[config.mk]
export PLATFORM = sky130hd
export DESIGN_NAME = owb_xlat_unit
export DESIGN_NICKNAME = d
export VERILOG_FILES = /design/src/rtl/owb_pkg.sv /design/src/rtl/owb_cfg_regs.sv /design/src/rtl/owb_win_lookup.sv /design/src/rtl/owb_xlat_unit.sv
export SDC_FILE = /design/constraint.sdc
export NUM_CORES = 2
export LEC_CHECK = 0
export BUFFER_PORTS_ARGS = -buffer_cell sky130_fd_sc_hd__buf_2
export CORE_MARGIN = 8
export CORE_UTILIZATION = 60
export DETAILED_ROUTE_END_ITERATION = 12
export PLACE_DENSITY = 0.88
export SLEW_MARGIN = 5
export SYNTH_ARGS = -nofsm -noshare
export SYNTH_HDL_FRONTEND = slang
export SYNTH_SLANG_ARGS = --single-unit
[constraint.sdc]
create_clock -name clk -period 8.65 [get_ports clk]
set_input_delay 1.73 -clock clk [delete_from_list [all_inputs] [get_ports clk]]
set_output_delay 1.73 -clock clk [all_outputs]
set_load 0.02 [all_outputs]
[src/rtl/owb_pkg.sv]
package owb_pkg;

    // Register offsets the window decoder and the software sequence rely on
    localparam logic [11:0] CTRL_OFS  = 12'h004;
    localparam logic [11:0] SIZE_OFS  = 12'h030;
    localparam logic [11:0] WIN_OFS   = 12'h200;
    localparam int          WIN_STEP  = 8;
    localparam int          HI_DELTA  = 4;

    // Control word field positions
    localparam int          XLAT_EN_BIT = 1;
    localparam int          WIN_EN_BIT  = 0;

    // One megabyte granule
    localparam int          MB_SHIFT  = 20;
    localparam int          SIZE_W    = 3;
    localparam int          OUT_W     = 64;

    typedef enum logic [1:0] {
        ST_IDLE = 2'd0,
        ST_HIT  = 2'd1,
        ST_MISS = 2'd2
    } rsp_state_t;

endpackage

[src/rtl/owb_cfg_regs.sv]
module owb_cfg_regs
    import owb_pkg::*;
#(
    parameter int NUM_WIN = 32
) (
    input  logic                            clk,
    input  logic                            rst_n,
    input  logic                            cfg_we,
    input  logic [11:0]                     cfg_addr,
    input  logic [31:0]                     cfg_wdata,
    output logic                            xlat_en,
    output logic [SIZE_W-1:0]               size_idx,
    output logic [NUM_WIN-1:0][31:0]        win_lo,
    output logic [NUM_WIN-1:0][31:0]        win_hi
);

    logic ctrl_sel;
    logic size_sel;

    assign ctrl_sel = cfg_we && (cfg_addr == CTRL_OFS);
    assign size_sel = cfg_we && (cfg_addr == SIZE_OFS);

    always_ff @(posedge clk or negedge rst_n) begin
        if (!rst_n) begin
            xlat_en  <= 1'b0;
            size_idx <= '0;
        end else begin
            if (ctrl_sel) begin
                xlat_en <= cfg_wdata[XLAT_EN_BIT];
            end
            if (size_sel) begin
                size_idx <= cfg_wdata[SIZE_W-1:0];
            end
        end
    end

    // One low/high word pair per window
    for (genvar w = 0; w < NUM_WIN; w++) begin : g_win
        localparam logic [11:0] LO_OFS = 12'(int'(WIN_OFS) + WIN_STEP * w);
        localparam logic [11:0] HI_OFS = 12'(int'(WIN_OFS) + WIN_STEP * w + HI_DELTA);

        logic lo_sel;
        logic hi_sel;

        assign lo_sel = cfg_we && (cfg_addr == LO_OFS);
        assign hi_sel = cfg_we && (cfg_addr == HI_OFS);

        always_ff @(posedge clk or negedge rst_n) begin
            if (!rst_n) begin
                win_lo[w] <= '0;
                win_hi[w] <= '0;
            end else begin
                if (lo_sel) begin
                    win_lo[w] <= cfg_wdata;
                end
                if (hi_sel) begin
                    win_hi[w] <= cfg_wdata;
                end
            end
        end
    end

endmodule

[src/rtl/owb_win_lookup.sv]
module owb_win_lookup
    import owb_pkg::*;
#(
    parameter int                     NUM_WIN    = 32,
    parameter int                     LADDR_W    = 32,
    parameter logic [LADDR_W-1:0]     LOCAL_BASE = '0
) (
    input  logic                            xlat_en,
    input  logic [SIZE_W-1:0]               size_idx,
    input  logic [NUM_WIN-1:0][31:0]        win_lo,
    input  logic [NUM_WIN-1:0][31:0]        win_hi,
    input  logic [LADDR_W-1:0]              req_addr,
    output logic                            hit,
    output logic [OUT_W-1:0]                xaddr,
    output logic [$clog2(NUM_WIN)-1:0]      win_idx
);

    localparam int WIDX_W = $clog2(NUM_WIN);

    logic               below_base;
    logic [LADDR_W-1:0] offset;
    logic [5:0]         shamt;
    logic [LADDR_W-1:0] idx_full;
    logic               in_range;
    logic [WIDX_W-1:0]  idx;
    logic [LADDR_W-1:0] in_win_mask;
    logic [31:0]        sel_lo;
    logic [31:0]        sel_hi;
    logic [OUT_W-1:0]   base;
    logic [OUT_W-1:0]   sum;

    always_comb begin
        below_base  = req_addr < LOCAL_BASE;
        offset      = req_addr - LOCAL_BASE;
        shamt       = 6'(MB_SHIFT) + {3'b000, size_idx};
        idx_full    = offset >> shamt;
        in_range    = idx_full < LADDR_W'(NUM_WIN);
        idx         = idx_full[WIDX_W-1:0];
        in_win_mask = (LADDR_W'(1) << shamt) - LADDR_W'(1);
        sel_lo      = win_lo[idx];
        sel_hi      = win_hi[idx];
        base        = {sel_hi, sel_lo[31:1], 1'b0};
        sum         = base + OUT_W'(offset & in_win_mask);
        hit         = xlat_en && !below_base && in_range && sel_lo[WIN_EN_BIT];
        xaddr       = hit ? sum : '0;
        win_idx     = hit ? idx : '0;
    end

endmodule

[src/rtl/owb_xlat_unit.sv]
module owb_xlat_unit
    import owb_pkg::*;
#(
    parameter int                     NUM_WIN    = 32,
    parameter int                     LADDR_W    = 32,
    parameter logic [LADDR_W-1:0]     LOCAL_BASE = 32'h4000_0000
) (
    input  logic                          clk,
    input  logic                          rst_n,
    input  logic                          cfg_we,
    input  logic [11:0]                   cfg_addr,
    input  logic [31:0]                   cfg_wdata,
    input  logic                          req_valid,
    input  logic [LADDR_W-1:0]            req_addr,
    output logic                          rsp_valid,
    output logic                          rsp_hit,
    output logic [63:0]                   rsp_addr,
    output logic [$clog2(NUM_WIN)-1:0]    rsp_win
);

    localparam int WIDX_W = $clog2(NUM_WIN);

    logic                       cfg_xlat_en;
    logic [SIZE_W-1:0]          cfg_size;
    logic [NUM_WIN-1:0][31:0]   cfg_lo;
    logic [NUM_WIN-1:0][31:0]   cfg_hi;

    logic                       lk_hit;
    logic [OUT_W-1:0]           lk_addr;
    logic [WIDX_W-1:0]          lk_win;

    rsp_state_t                 state_q;
    rsp_state_t                 state_d;
    logic [OUT_W-1:0]           addr_q;
    logic [WIDX_W-1:0]          win_q;

    owb_cfg_regs #(
        .NUM_WIN (NUM_WIN)
    ) regs_i (
        .clk       (clk),
        .rst_n     (rst_n),
        .cfg_we    (cfg_we),
        .cfg_addr  (cfg_addr),
        .cfg_wdata (cfg_wdata),
        .xlat_en   (cfg_xlat_en),
        .size_idx  (cfg_size),
        .win_lo    (cfg_lo),
        .win_hi    (cfg_hi)
    );

    owb_win_lookup #(
        .NUM_WIN    (NUM_WIN),
        .LADDR_W    (LADDR_W),
        .LOCAL_BASE (LOCAL_BASE)
    ) lookup_i (
        .xlat_en  (cfg_xlat_en),
        .size_idx (cfg_size),
        .win_lo   (cfg_lo),
        .win_hi   (cfg_hi),
        .req_addr (req_addr),
        .hit      (lk_hit),
        .xaddr    (lk_addr),
        .win_idx  (lk_win)
    );

    // Next-state: a request always produces a result state next cycle
    always_comb begin
        state_d = ST_IDLE;
        unique case (state_q)
            ST_IDLE: state_d = req_valid ? (lk_hit ? ST_HIT : ST_MISS) : ST_IDLE;
            ST_HIT:  state_d = req_valid ? (lk_hit ? ST_HIT : ST_MISS) : ST_IDLE;
            ST_MISS: state_d = req_valid ? (lk_hit ? ST_HIT : ST_MISS) : ST_IDLE;
            default: state_d = ST_IDLE;
        endcase
    end

    // State register
    always_ff @(posedge clk or negedge rst_n) begin
        if (!rst_n) begin
            state_q <= ST_IDLE;
        end else begin
            state_q <= state_d;
        end
    end

    // Result payload captured only on a hit
    always_ff @(posedge clk or negedge rst_n) begin
        if (!rst_n) begin
            addr_q <= '0;
            win_q  <= '0;
        end else if (req_valid && lk_hit) begin
            addr_q <= lk_addr;
            win_q  <= lk_win;
        end
    end

    // Outputs decoded from the state
    always_comb begin
        rsp_valid = 1'b0;
        rsp_hit   = 1'b0;
        rsp_addr  = '0;
        rsp_win   = '0;
        unique case (state_q)
            ST_IDLE: begin
                rsp_valid = 1'b0;
            end
            ST_HIT: begin
                rsp_valid = 1'b1;
                rsp_hit   = 1'b1;
                rsp_addr  = addr_q;
                rsp_win   = win_q;
            end
            ST_MISS: begin
                rsp_valid = 1'b1;
            end
            default: begin
                rsp_valid = 1'b0;
            end
        endcase
    end

endmodule

==> out/qor.txt <==
most common library cells after synthesis - 2123 x dfrtp_1, 2084 x mux2_2, 1523 x nand2_1
critical path arrival - 8.94 ns
NumNets Final - 8604
final worst slack - 0.3686 ns
largest net degree at the start of global routing - 193
Max Cap Violations - 0
grt ovf - 0
most common cell in the synthesized netlist - dfrtp_1
Post-Syn Instances - 8751
leading register cell type out of synthesis - dfrtp_1
GP Congestion - 0.9242
GRT Util Overall - 33.93%
CTS Root Buffer Type - clkbuf_16
asr flop ratio synth - 100.0%
DR vias - 75090
row count - 151
Port Buf Inserts - 150
post-route ant nets - 0
final setup vio count - 0
Post-synth EDFFs - 0
CP Max Fanout - 30
largest cells by area after synthesis - dfrtp_1 52%, mux2_2 23%, nand2_1 5.6%
FF+latch count, synth - 2123
wire per inst - 28.95 µm
CTS max path bufs - 3
post-CTS setup buffers - 0
Reg clk slew, reported paths - 0.06 ns
Worst Max-Slew Pin Slew - 1.387 ns
1st-pass router iterations - 6
Post-Layout Cell Count - 10880
initial antenna violation count - 25
Yosys warnings - 0
Setup crit end kind - flop
Total Wirelength - 314900 µm
flop2flop setup slack - 0.37 ns
initial core utilization - 60.18%
clock skew - 0.03016 ns
RSZ-0062 raised after global routing - false
final hold violation count - 0
Die Wd - 427.4 µm
Max transition margin - 7.551%
area delta synth->final - 8.799%
sequential fraction of the synthesis area - 52.32%
Final Util - 65.47%
Pins Over Slew Limit - 0
hpwl dp - 178500 µm
cell taking the most area after synthesis - dfrtp_1
number of global-route vias before repair - 78060
Peak VDD IR - 0.0002074 V
startpoint types - flop
run status - complete, no violations
Placed Cells - 10510
total clock sinks - 2123
drt via density - 6.902
total negative setup slack - 0 ns
Static Leak - 53.38 nW
final worst path period share - 95.74%
DRC viols - 0
cts hold-fix bufs - 0
first-pass GRT wire length - 475400 µm
Ports - 151
f_max - 0.1208 GHz
Syn Area/Cell - 11.60 µm²
Die H - 427.4 µm
TritonCTS Buffers - 199
core area - 168700 µm²
post-synth top area share - 52.32%
HP Class - reg -> reg
power density cells - 183.6 nW/µm²
Synth cell types - 93
Pwr Total - 20.28 mW
mapped cell area - 101500 µm²
CTS tree - done
kind of critical path - reg -> reg
die area - 182600 µm²
layout cells sized above 1 - 34.20%
drt initial violations - 10180
worst skew pair latency - 0.86 ns
H-tree Lvls - 4
dpl ws - 0.1628 ns
Worst EP required - 9.31 ns
post-cts sizing count - 0
# fillers - 11360
fin crit period - 8.281 ns
==> critical path, cell delays in order, from the launching register on <==
cell,delay (ns)
dfrtp_1,1.01
or2_0,0.52
o22ai_2,0.22
nor2_4,0.53
buf_4,0.38
buf_4,0.37
nand2_1,0.11
a311oi_1,0.33
a311oi_1,0.15
a311o_1,0.32
o31ai_1,0.08
buf_4,0.20
ha_1,0.29
a21o_1,0.20
a21o_1,0.22
a211o_1,0.30
o211ai_1,0.12
o2111ai_1,0.21
a2111oi_0,0.81
o21ai_0,0.31
a41o_1,0.39
nand3_1,0.52
nor3_1,0.17
xnor2_1,0.21
a21oi_1,0.09
==> flip-flops by register name, indices dropped and copies added (netlist names) <==
name,flops
regs_i.size_idx,3
regs_i.win_lo,1024
addr_q,64
regs_i.win_hi,1024
regs_i.xlat_en,1
state_q,2
win_q,5
==> cell type report <==
class / count / area, µm² / share of cell area, %
multi-input combinational: 5767 / 45180 / 40.90
tap: 2218 / 2775 / 2.512
antenna: 15 / 37.54 / 0.03398
timing repair buffer: 367 / 2720 / 2.462
sequential: 2123 / 53130 / 48.09
inverter: 30 / 112.6 / 0.1019
clock buffer: 305 / 5962 / 5.397
clock inverter: 54 / 551.8 / 0.4995
==> layout by cell type, fill, tap and decap left out, types with 44 or more instances in the layout <==
| cell type | count |
|---|---|
| mux2_2 | 2083 |
| nor2_1 | 106 |
| clkbuf_8 | 52 |
| clkbuf_1 | 51 |
| and3_1 | 175 |
| mux2i_1 | 94 |
| o21ai_0 | 88 |
| dfrtp_1 | 2123 |
| and2_1 | 79 |
| nand3_1 | 540 |
| a311oi_1 | 215 |
| nand2_1 | 1479 |
| buf_2 | 149 |
| a31oi_1 | 48 |
| clkbuf_16 | 202 |
| buf_4 | 191 |
| a22oi_1 | 44 |
| mux4_2 | 74 |
| nor3_1 | 50 |
| a21oi_1 | 95 |
==> report_power, final <==
part	total [mW]	internal [mW]	switching, mW
registers	9.99	9.97	0.0231
logic	1.44	0.340	1.10
clock network	8.85	4.98	3.88
total	20.3	15.3	5.00
==> path summary, 6_finish.rpt <==
kind                                          from            endpoint  cells after the start
worst max-delay path            regs_i.size_idx[2]          addr_q[60]                     24
worst min-delay path                    addr_q[28]          addr_q[28]                      2
worst max register to register  regs_i.size_idx[2]          addr_q[60]                     24
worst min register to register          addr_q[28]          addr_q[28]                      2
max in group asynchronous                    rst_n  regs_i.win_lo[341]                      3
min in group asynchronous                    rst_n  regs_i.win_hi[273]                      1
==> metal layers <==
layer | track usage, % | up-vias | wire [µm]
li1 | - | 30530 | -
met1 | 41.92 | 38100 | 110200
met2 | 50.93 | 5008 | 139200
met3 | 9.046 | 1453 | 36170
met4 | 26.08 | 4 | 29340
met5 | 0 | - | 20
==> through the flow <==
stage          hold slack (ns)  instance area, µm²
2_1_floorplan           0.4409              101600
3_3_place_gp            0.4678              103900
3_5_place_dp            0.4714              103900
4_1_cts                 0.4817              110400
5_1_grt                 0.4969              110500
6_report                0.4789              110500
==> cells by family after synthesis <==
logic type	after synthesis	synth area share [%]
and+or+nand+nor	2631	11.63
muxes	2254	25.70
DFF	2123	52.32
buffers and inverters	866	3.608
AOI/OAI and AO/OA	780	5.766
xor gates and xnor gates	59	0.5089
adders and majority gates	36	0.4510
other	2	0.007397
Note: power is estimated with default switching activity, not from simulation.
